==> src/rtl/i2c10_pkg.sv <==
package i2c10_pkg;

    localparam int TA_W = 10;
    localparam logic [4:0] TEN_HDR = 5'b11110;

    typedef enum logic [2:0] {
        OP_NONE   = 3'd0,
        OP_START  = 3'd1,
        OP_RSTART = 3'd2,
        OP_STOP   = 3'd3,
        OP_WRITE  = 3'd4,
        OP_READ   = 3'd5
    } op_e;

    typedef enum logic [2:0] {
        ST_IDLE, ST_START, ST_ADR1, ST_ADR2, ST_DATA, ST_STOP, ST_HOLD
    } st_e;

    typedef struct packed {
        logic [TA_W-1:0] addr;
        logic            read;
        logic            stop;
        logic            ten;
        logic            rsame;
    } cmd_t;

    function automatic logic [7:0] hdr_byte(cmd_t c);
        return c.ten ? {TEN_HDR, c.addr[9:8], c.read} : {c.addr[6:0], c.read};
    endfunction

endpackage

==> src/rtl/i2c10_addr_form.sv <==
module i2c10_addr_form
    import i2c10_pkg::*;
(
    input  cmd_t       cur,
    output logic [7:0] first_b,
    output logic [7:0] second_b,
    output logic       two_b
);
    always_comb begin
        first_b  = hdr_byte(cur);
        second_b = cur.addr[7:0];
        two_b    = cur.ten && !cur.rsame;
    end
endmodule

==> src/rtl/i2c10_cmd_slot.sv <==
module i2c10_cmd_slot
    import i2c10_pkg::*;
#(
    parameter int CNT_W = 8
) (
    input  logic             clk,
    input  logic             rst,
    input  logic             wr,
    input  cmd_t             din,
    input  logic [CNT_W-1:0] din_cnt,
    input  logic             take,
    input  logic             flush,
    output logic             valid,
    output cmd_t             dout,
    output logic [CNT_W-1:0] dout_cnt
);
    always_ff @(posedge clk) begin
        if (rst) begin
            valid    <= 1'b0;
            dout     <= '0;
            dout_cnt <= '0;
        end else if (flush) begin
            valid <= 1'b0;
        end else if (wr) begin
            valid    <= 1'b1;
            dout     <= din;
            dout_cnt <= din_cnt;
        end else if (take) begin
            valid <= 1'b0;
        end
    end
endmodule

==> src/rtl/i2c10_byte_cnt.sv <==
module i2c10_byte_cnt #(
    parameter int CNT_W = 8
) (
    input  logic             clk,
    input  logic             rst,
    input  logic             load,
    input  logic [CNT_W-1:0] load_val,
    input  logic             dec,
    output logic             zero,
    output logic             one
);
    localparam logic [CNT_W-1:0] ONE = CNT_W'(1);
    logic [CNT_W-1:0] cnt_q;

    always_ff @(posedge clk) begin
        if (rst)       cnt_q <= '0;
        else if (load) cnt_q <= load_val;
        else if (dec && cnt_q != '0) cnt_q <= cnt_q - ONE;
    end

    assign zero = (cnt_q == '0);
    assign one  = (cnt_q == ONE);
endmodule

==> src/rtl/i2c10_seq.sv <==
module i2c10_seq
    import i2c10_pkg::*;
#(
    parameter int CNT_W = 8
) (
    input  logic             clk,
    input  logic             rst,
    input  logic             cmd_load,
    input  logic             nxt_load,
    input  logic [9:0]       cmd_addr,
    input  logic             cmd_read,
    input  logic             cmd_stop,
    input  logic             cmd_ten,
    input  logic             cmd_rsame,
    input  logic [CNT_W-1:0] cmd_count,
    input  logic [7:0]       wr_data,
    output logic             wr_pop,
    output logic [7:0]       rd_data,
    output logic             rd_valid,
    output logic             eng_req,
    output logic [2:0]       eng_op,
    output logic [7:0]       eng_tx,
    output logic             eng_last,
    input  logic             eng_done,
    input  logic             eng_ack,
    input  logic [7:0]       eng_rx,
    output logic             busy,
    output logic             done,
    output logic             nack_flag
);
    st_e  st_q, st_d;
    cmd_t cur_q, cmd_in, slot_cmd;
    logic [CNT_W-1:0] slot_cnt;
    logic slot_valid, held_q;
    logic ld_cur, ld_slot, cnt_dec, abort, fin, set_held, stop_fin;
    logic cnt_zero, cnt_one, two_b;
    logic [7:0] first_b, second_b;
    op_e  op;

    assign cmd_in = '{addr: cmd_addr, read: cmd_read, stop: cmd_stop,
                      ten: cmd_ten, rsame: cmd_rsame};

    i2c10_addr_form u_form (
        .cur(cur_q), .first_b(first_b), .second_b(second_b), .two_b(two_b)
    );

    i2c10_cmd_slot #(.CNT_W(CNT_W)) u_slot (
        .clk(clk), .rst(rst), .wr(nxt_load), .din(cmd_in), .din_cnt(cmd_count),
        .take(ld_slot), .flush(abort), .valid(slot_valid),
        .dout(slot_cmd), .dout_cnt(slot_cnt)
    );

    i2c10_byte_cnt #(.CNT_W(CNT_W)) u_cnt (
        .clk(clk), .rst(rst), .load(ld_cur || ld_slot),
        .load_val(ld_slot ? slot_cnt : cmd_count),
        .dec(cnt_dec), .zero(cnt_zero), .one(cnt_one)
    );

    always_comb begin
        st_d = st_q; ld_cur = 1'b0; ld_slot = 1'b0; cnt_dec = 1'b0;
        abort = 1'b0; fin = 1'b0; set_held = 1'b0; stop_fin = 1'b0;
        case (st_q)
            ST_IDLE:  if (cmd_load) begin ld_cur = 1'b1; st_d = ST_START; end
            ST_START: if (eng_done) begin set_held = 1'b1; st_d = ST_ADR1; end
            ST_ADR1: if (eng_done) begin
                if (!eng_ack)      abort = 1'b1;
                else if (two_b)    st_d = ST_ADR2;
                else if (cnt_zero) fin = 1'b1;
                else               st_d = ST_DATA;
            end
            ST_ADR2: if (eng_done) begin
                if (!eng_ack)      abort = 1'b1;
                else if (cnt_zero) fin = 1'b1;
                else               st_d = ST_DATA;
            end
            ST_DATA: if (eng_done) begin
                if (!cur_q.read && !eng_ack) abort = 1'b1;
                else begin
                    cnt_dec = 1'b1;
                    if (cnt_one) fin = 1'b1;
                end
            end
            ST_HOLD: if (slot_valid) begin ld_slot = 1'b1; st_d = ST_START; end
            ST_STOP: if (eng_done) begin stop_fin = 1'b1; st_d = ST_IDLE; end
            default: st_d = ST_IDLE;
        endcase
        if (abort) st_d = ST_STOP;
        if (fin) begin
            if (cur_q.stop)      st_d = ST_STOP;
            else if (slot_valid) begin ld_slot = 1'b1; st_d = ST_START; end
            else                 st_d = ST_HOLD;
        end
    end

    always_ff @(posedge clk) begin
        if (rst) begin
            st_q      <= ST_IDLE;
            cur_q     <= '0;
            held_q    <= 1'b0;
            nack_flag <= 1'b0;
            done      <= 1'b0;
            rd_valid  <= 1'b0;
            rd_data   <= '0;
        end else begin
            st_q     <= st_d;
            done     <= stop_fin;
            rd_valid <= eng_done && st_q == ST_DATA && cur_q.read;
            if (eng_done && st_q == ST_DATA && cur_q.read) rd_data <= eng_rx;
            if (ld_cur)       cur_q <= cmd_in;
            else if (ld_slot) cur_q <= slot_cmd;
            if (set_held)      held_q <= 1'b1;
            else if (stop_fin) held_q <= 1'b0;
            if (abort)       nack_flag <= 1'b1;
            else if (ld_cur) nack_flag <= 1'b0;
        end
    end

    always_comb begin
        op     = OP_NONE;
        eng_tx = 8'h00;
        case (st_q)
            ST_START: op = held_q ? OP_RSTART : OP_START;
            ST_ADR1:  begin op = OP_WRITE; eng_tx = first_b;  end
            ST_ADR2:  begin op = OP_WRITE; eng_tx = second_b; end
            ST_DATA:  if (cur_q.read) op = OP_READ;
                      else begin op = OP_WRITE; eng_tx = wr_data; end
            ST_STOP:  op = OP_STOP;
            default:  op = OP_NONE;
        endcase
    end

    assign eng_op   = op;
    assign eng_req  = (op != OP_NONE);
    assign eng_last = (st_q == ST_DATA) && cur_q.read && cnt_one;
    assign wr_pop   = eng_done && st_q == ST_DATA && !cur_q.read && eng_ack;
    assign busy     = (st_q != ST_IDLE);

endmodule

==> config.mk <==
export PLATFORM = sky130hd
export DESIGN_NAME = i2c10_seq
export DESIGN_NICKNAME = d
export VERILOG_FILES = /design/src/rtl/i2c10_pkg.sv /design/src/rtl/i2c10_addr_form.sv /design/src/rtl/i2c10_cmd_slot.sv /design/src/rtl/i2c10_byte_cnt.sv /design/src/rtl/i2c10_seq.sv
export SDC_FILE = /design/constraint.sdc
export NUM_CORES = 1
export LEC_CHECK = 0
export BUFFER_PORTS_ARGS = -buffer_cell sky130_fd_sc_hd__buf_2
export CORE_MARGIN = 2
export CORE_UTILIZATION = 29
export CTS_BUF_LIST = sky130_fd_sc_hd__clkbuf_16
export CTS_CLUSTER_SIZE = 16
export DETAILED_ROUTE_END_ITERATION = 6
export GPL_ROUTABILITY_DRIVEN = 0
export HOLD_SLACK_MARGIN = 0.05
export SLEW_MARGIN = 30
export SYNTH_ARGS = -nofsm -noshare
export SYNTH_HDL_FRONTEND = slang
export SYNTH_SLANG_ARGS = --single-unit
==> constraint.sdc <==
create_clock -name clk -period 4.75 [get_ports clk]
set_input_delay 0.2375 -clock clk [delete_from_list [all_inputs] [get_ports clk]]
set_output_delay 0.2375 -clock clk [all_outputs]
set_load 0.02 [all_outputs]
==> run metrics, run 1 <==
Max transition margin 42.4%; CP arrival 3.14 ns; setup ws final 1.86 ns; most frequent cell after synthesis dfxtp_1; # diodes 0; dpl hpwl 6840 um; PortBufs 69; Iter 0 DRT Violations 262; Peak VDD IR 187 uV; min-delay src eng_rx[5]; setup TNS 0 ns; FF-to-FF setup slack 1.86 ns; Post-DRT Antenna Nets 0; leakage power 1.65 nW; Yosys cell types 55; I/O pin count 70; Area Growth Syn to Fin 20.0%; Max Cap Viol 0; grt total ovfl 0; height of the chip 112 um; DR pass1 iterations 5; global-route wire length before repair 15800 um; synthesized area 3360 um^2; Main synth FF type dfxtp_1; Util after Layout 35.5%; Endpoint, Worst Hold rd_data[5]; worst slew pin tran 0.862 ns; Initial Utilization 29.6%; Worst Hold Depth 3; GRT Total Usage 15.5%; FF-to-FF End u_slot.dout_cnt[2]; Ys Warns 0; r2r startpoint st_q[0]; DIE AREA 12500 um^2; DR vias/cell 5.36; Fmax achieved 0.346 GHz; worst skew pair latency 0.33 ns; DRC viols 0; FF+latch count, synth 60; EDFF count, synth 0; largest net degree at the start of global routing 64; number of nets in the layout 523; crit path capture type register; Slew Limit Fails 0; Clk pin slew, worst setup/hold paths 0.06 ns; H-tree levels 3; Synth Net Count 480; CTS Root Cell clkbuf_16; Post-synth top cells dfxtp_1 (60), nand2_1 (58), nor2_1 (46); clk buf depth 2; DR WL/cell 15.7 um; CTS hold repair buffers 0; status finished clean; Yosys top cell area share 35.7%; post-synthesis sequential area ratio 35.7%; top post-synthesis cells by area dfxtp_1 (36%), nand2_1 (6.5%), a21oi_1 (5.4%); share of post-route cells with drive strength above 1 20.0%; WP data required 5.00 ns; clk_skew 0.00793 ns; post-CTS sizing 0; Sink Count 60; crit path max fanout 22; area post-placement 3720 um^2; Cells after Synth 433; endpoints failing setup 0; Worst Setup Path Type reg2reg; DR vias 3344; total chip power 2.31 mW; number of global-route vias before repair 3039; final number of hold-violating endpoints 0; CTS tree done; num rows 39; Die X 112 um; largest area contributor in the netlist dfxtp_1; Power Density 573 nW/um^2; Place WS 1.92 ns; WL final 9810 um; Post-CTS Setup Inserts 0; worst min-delay path category in2reg; R2R depth 6; Avg Inst Size Synth 7.76 um^2; Tmin final 2.89 ns; initial antenna violation count 0; Final Instance Area 4040 um^2; Critical Path Start Type register; RSZ-0062 raised after global routing false; CTS Buf Count 9; Fillers 1204; Core Box Area 11400 um^2; asr flop ratio synth 0%; final worst-path cycle share 60.8%
[metrics by stage]
step	hold slack (ns)	std cells
finish	0.151	624
global route	0.150	624
CTS	0.145	624
detailed placement	0.445	608
global placement	0.442	608
floorplan	0.373	433
[worst max-delay path by stage]
stage / from / endpoint / slack, ns / depth (start not counted)
2_1_floorplan: st_q[2] / u_cnt.cnt_q[3] / 2.68 / 7
3_3_place_gp: st_q[0] / u_slot.dout_cnt[0] / 1.93 / 6
3_5_place_dp: st_q[0] / u_slot.dout[4] / 1.92 / 6
4_1_cts: st_q[0] / u_slot.dout_cnt[2] / 1.87 / 6
5_1_grt: st_q[2] / u_slot.dout_cnt[2] / 1.54 / 5
6_report: st_q[0] / u_slot.dout_cnt[2] / 1.86 / 6
[area by class of cell]
type	count	area [um^2]	area share (%)
Multi-Input combinational cell	323	1930	47.9
Clock buffer	9	225	5.58
Timing Repair Buffer	71	363	8.99
Sequential cell	60	1200	29.8
Clock inverter	7	92.6	2.29
Inverter	11	41.3	1.02
Tap cell	143	179	4.43
[report_power, final]
| group | switching (mW) | leakage (nW) | internal [mW] |
|---|---|---|---|
| clock network | 0.239 | 0.153 | 0.457 |
| registers | 0.139 | 0.493 | 0.596 |
| logic | 0.541 | 1.00 | 0.339 |
| total | 0.919 | 1.65 | 1.39 |
[layout by cell type, fill, tap and decap left out, types with 2 or more instances in the layout]
cell and count:
inv_1 12, nand4b_1 2, nand2_1 58, nor2b_1 2
a311oi_1 16, clkbuf_16 9, nor3_1 13, a21oi_1 36
a31oi_1 4, o221a_1 4, mux2i_1 12, a32o_1 4
nand3b_1 3, or4_1 2, or3_1 4, a211oi_1 9
nand3_1 19, and3_1 8, o21ai_1 15, a221oi_1 3
o21a_1 2, clkinvlp_4 2, and2_1 3, nand2b_1 5
o211ai_1 11, bufinv_16 2, buf_4 3, nor3b_1 2
ha_1 3, nor2_1 46, dfxtp_1 60, buf_2 68
nand4_1 4, o21ai_0 13
[registers in the layout (all words and copies together), names as in the netlist]
register / count
u_slot.dout_cnt: 8
cur_q: 14
st_q: 3
u_slot.dout: 14
done: 1
rd_data: 8
nack_flag: 1
rd_valid: 1
u_cnt.cnt_q: 8
held_q: 1
u_slot.valid: 1
[metal layers]
metal | routed length [um] | global-route usage [%] | vias up
met5 | 0 | 0 | -
met4 | 74 | 3.70 | 0
met3 | 410 | 2.99 | 11
met2 | 4570 | 24.6 | 110
met1 | 4760 | 21.9 | 1556
li1 | - | - | 1667
[worst max-delay path, stage by stage (launching register included)]
cell and delay (ns):
dfxtp_1 0.45, buf_4 0.27, nor4b_2 0.77, o21ai_1 0.32
nand2_1 0.66, nand2_1 0.14, a21oi_1 0.19
[logic make-up after synthesis]
logic type	count (synthesis)	share of synthesized area, %
AO/OA/AOI/OAI	128	26.7
adder cells (fa/ha/maj)	3	1.12
AND/OR/NAND/NOR	180	26.1
buffers and inverters	50	6.77
flip-flops	60	35.7
multiplexers	12	3.57
No activity file was read; power rests on OpenSTA's default activity.
==> run 2: changes to the inputs <==
clock period = 2.7 ns   (was 4.75 ns; I/O delays follow)
==> run 2 against run 1 <==
Net effect: worst setup slack worse by 1.7 ns; design area grew 4.9%; critical endpoint is now cur_q[2]; first-iteration DRC count down 4.6%; via count increased by 2.5%; global-route usage is 0.27 points higher; register-to-register slack lost 1.7 ns; total power increased by 79%; flip-flop and latch count unchanged; combinational power rose by 85%; clock power increased by 80%; count of clock-buffer cells in the layout unchanged; maximum frequency increased by 12%.
==> run metrics, run 2 (same netlist as run 1, synthesis figures left out) <==
leakage power 1.76 nW (+6.7%); crit path max fanout 12 (-45%); clk_skew 0.00614 ns (-0.00179 ns); setup TNS 0 ns (unchanged); CP arrival 2.81 ns (-0.33 ns); final number of hold-violating endpoints 0 (unchanged); Initial Utilization 29.6% (unchanged); Worst setup startpoint st_q[2]; CTS Root Cell clkbuf_16; status finished clean; GRT Total Usage 15.8% (+0.27 points); Slew Limit Fails 0 (unchanged); Die X 112 um (unchanged); Place WS 0.222 ns (-1.70 ns); number of nets in the layout 545 (+4.2%); PortBufs 69 (unchanged); clk buf depth 2 (unchanged); DIE AREA 12500 um^2 (unchanged); number of global-route vias before repair 3227 (+6.2%); grt total ovfl 0 (unchanged); most common cell after layout, fill and taps aside buf_2; WL final 10100 um (+2.6%); dpl hpwl 7010 um (+2.6%); Area Growth Syn to Fin 25.9%; endpoints failing setup 0 (unchanged); largest net degree at the start of global routing 40 (-38%); setup ws final 0.131 ns (-1.73 ns); DRC viols 0 (unchanged); final worst-path cycle share 95.2% (+34 points); FF-to-FF End cur_q[2]; crit path capture type register; Post-CTS Setup Inserts 0 (unchanged); DR vias 3427 (+2.5%); Peak VDD IR 366 uV (+96%); Fmax achieved 0.389 GHz (+12%); height of the chip 112 um (unchanged); Max Cap Viol 0 (unchanged); # diodes 0 (unchanged); DR pass1 iterations 5 (unchanged); r2r startpoint st_q[2]; H-tree levels 3 (unchanged); num rows 39 (unchanged); Max transition margin 44.2% (+1.8 points); RSZ-0062 raised after global routing false; Power Density 979 nW/um^2 (+71%); WP data required 2.94 ns (-2.06 ns); I/O pin count 70 (unchanged); DR vias/cell 5.30 (-1.0%); Worst Setup Path Type reg2reg; post-CTS sizing 0 (unchanged); Critical Path Start Type register; Tmin final 2.57 ns (-0.321 ns); Iter 0 DRT Violations 250 (-4.6%); R2R depth 5 (-1); Clk pin slew, worst setup/hold paths 0.05 ns (about the same); worst skew pair latency 0.33 ns (about the same); most frequent cells in the layout buf_2 (69), dfxtp_1 (60), nand2_1 (58); Post-DRT Antenna Nets 0 (unchanged); Regs by FF count cur_q (14), u_slot.dout (14); DR WL/cell 15.6 um (-0.89%); Fillers 1203 (-0.083%); share of post-route cells with drive strength above 1 21.5% (+1.5 points); worst slew pin tran 0.837 ns (-0.0247 ns); FF-to-FF setup slack 0.13 ns (-1.73 ns); global-route wire length before repair 16100 um (+1.9%); crit path capture cur_q[2]; Sink Count 60 (unchanged); initial antenna violation count 0 (unchanged); CTS tree done; CTS Buf Count 9 (unchanged); Core Box Area 11400 um^2 (unchanged); worst min-delay path category in2reg
run 2: cell types whose count changed in the layout (fill, tap and decap cells not counted), sizes merged:
cell | previous run | this run
dlygate4sd3 | 0 | 10
buf | 71 | 82
clkinv | 2 | 4
clkinvlp | 2 | 0
o2111a | 1 | 2
run 2: how the worst min path moves through the flow:
| stage | startpoint | to | slack (ns) | cells after the start |
|---|---|---|---|---|
| after floorplan | cmd_addr[9] | u_slot.dout[13] | 0.27 | 2 |
| after CTS | cmd_addr[5] | u_slot.dout[9] | 0.05 | 3 |
| final | eng_rx[0] | rd_data[0] | 0.05 | 3 |
| after detailed placement | eng_rx[1] | rd_data[1] | 0.38 | 3 |
| after global placement | eng_rx[6] | rd_data[6] | 0.37 | 3 |
| after global routing | eng_rx[0] | rd_data[0] | 0.06 | 3 |
run 2: layout make-up:
cell class                 count  area [um^2]  share of cell area (%)
tap                          143          179                    4.23
sequential                    60         1200                    28.4
clock inverter                 7          100                    2.36
clock buffer                   9          225                    5.32
inverter                      11         41.3                   0.975
timing repair buffer          92          543                    12.8
multi-input combinational    324         1940                    45.9
run 2: worst max-delay path: stages (launching register included):
cell and delay, ns:
dfxtp_1 0.52, or3b_4 0.45, a211oi_4 0.48, o2111a_1 0.64
o21ai_1 0.11, a311oi_1 0.27
run 2: report_power, final:
group	switching (mW)	internal, mW
logic	0.983	0.649
registers	0.218	1.05
clock network	0.433	0.813
run 2: metal layers:
metal,up-vias,routed length (um),GRT usage [%]
li1,1719,-,-
met1,1591,4810,21.6
met2,104,4620,24.2
met3,13,423,3.10
met4,0,212,6.83
met5,-,0,0
run 2: timing repair:
item,4_1_cts,5_1_grt
endpoints found under the hold margin,10,0
endpoints found under the setup margin,0,1
hold buffers,10,0
run 2: through the flow:
step | instances | utilization, % | area [um^2] | total power, mW | hold WS, ns
finish | 646 | 37.2 | 4230 | 4.15 | 0.0504
global route | 646 | 37.2 | 4230 | 4.40 | 0.0569
CTS | 645 | 37.1 | 4220 | 4.14 | 0.0501
detailed placement | 619 | 33.4 | 3800 | 2.87 | 0.377
global placement | 619 | 33.4 | 3800 | 2.85 | 0.368
floorplan | 433 | - | 3360 | 2.43 | 0.271
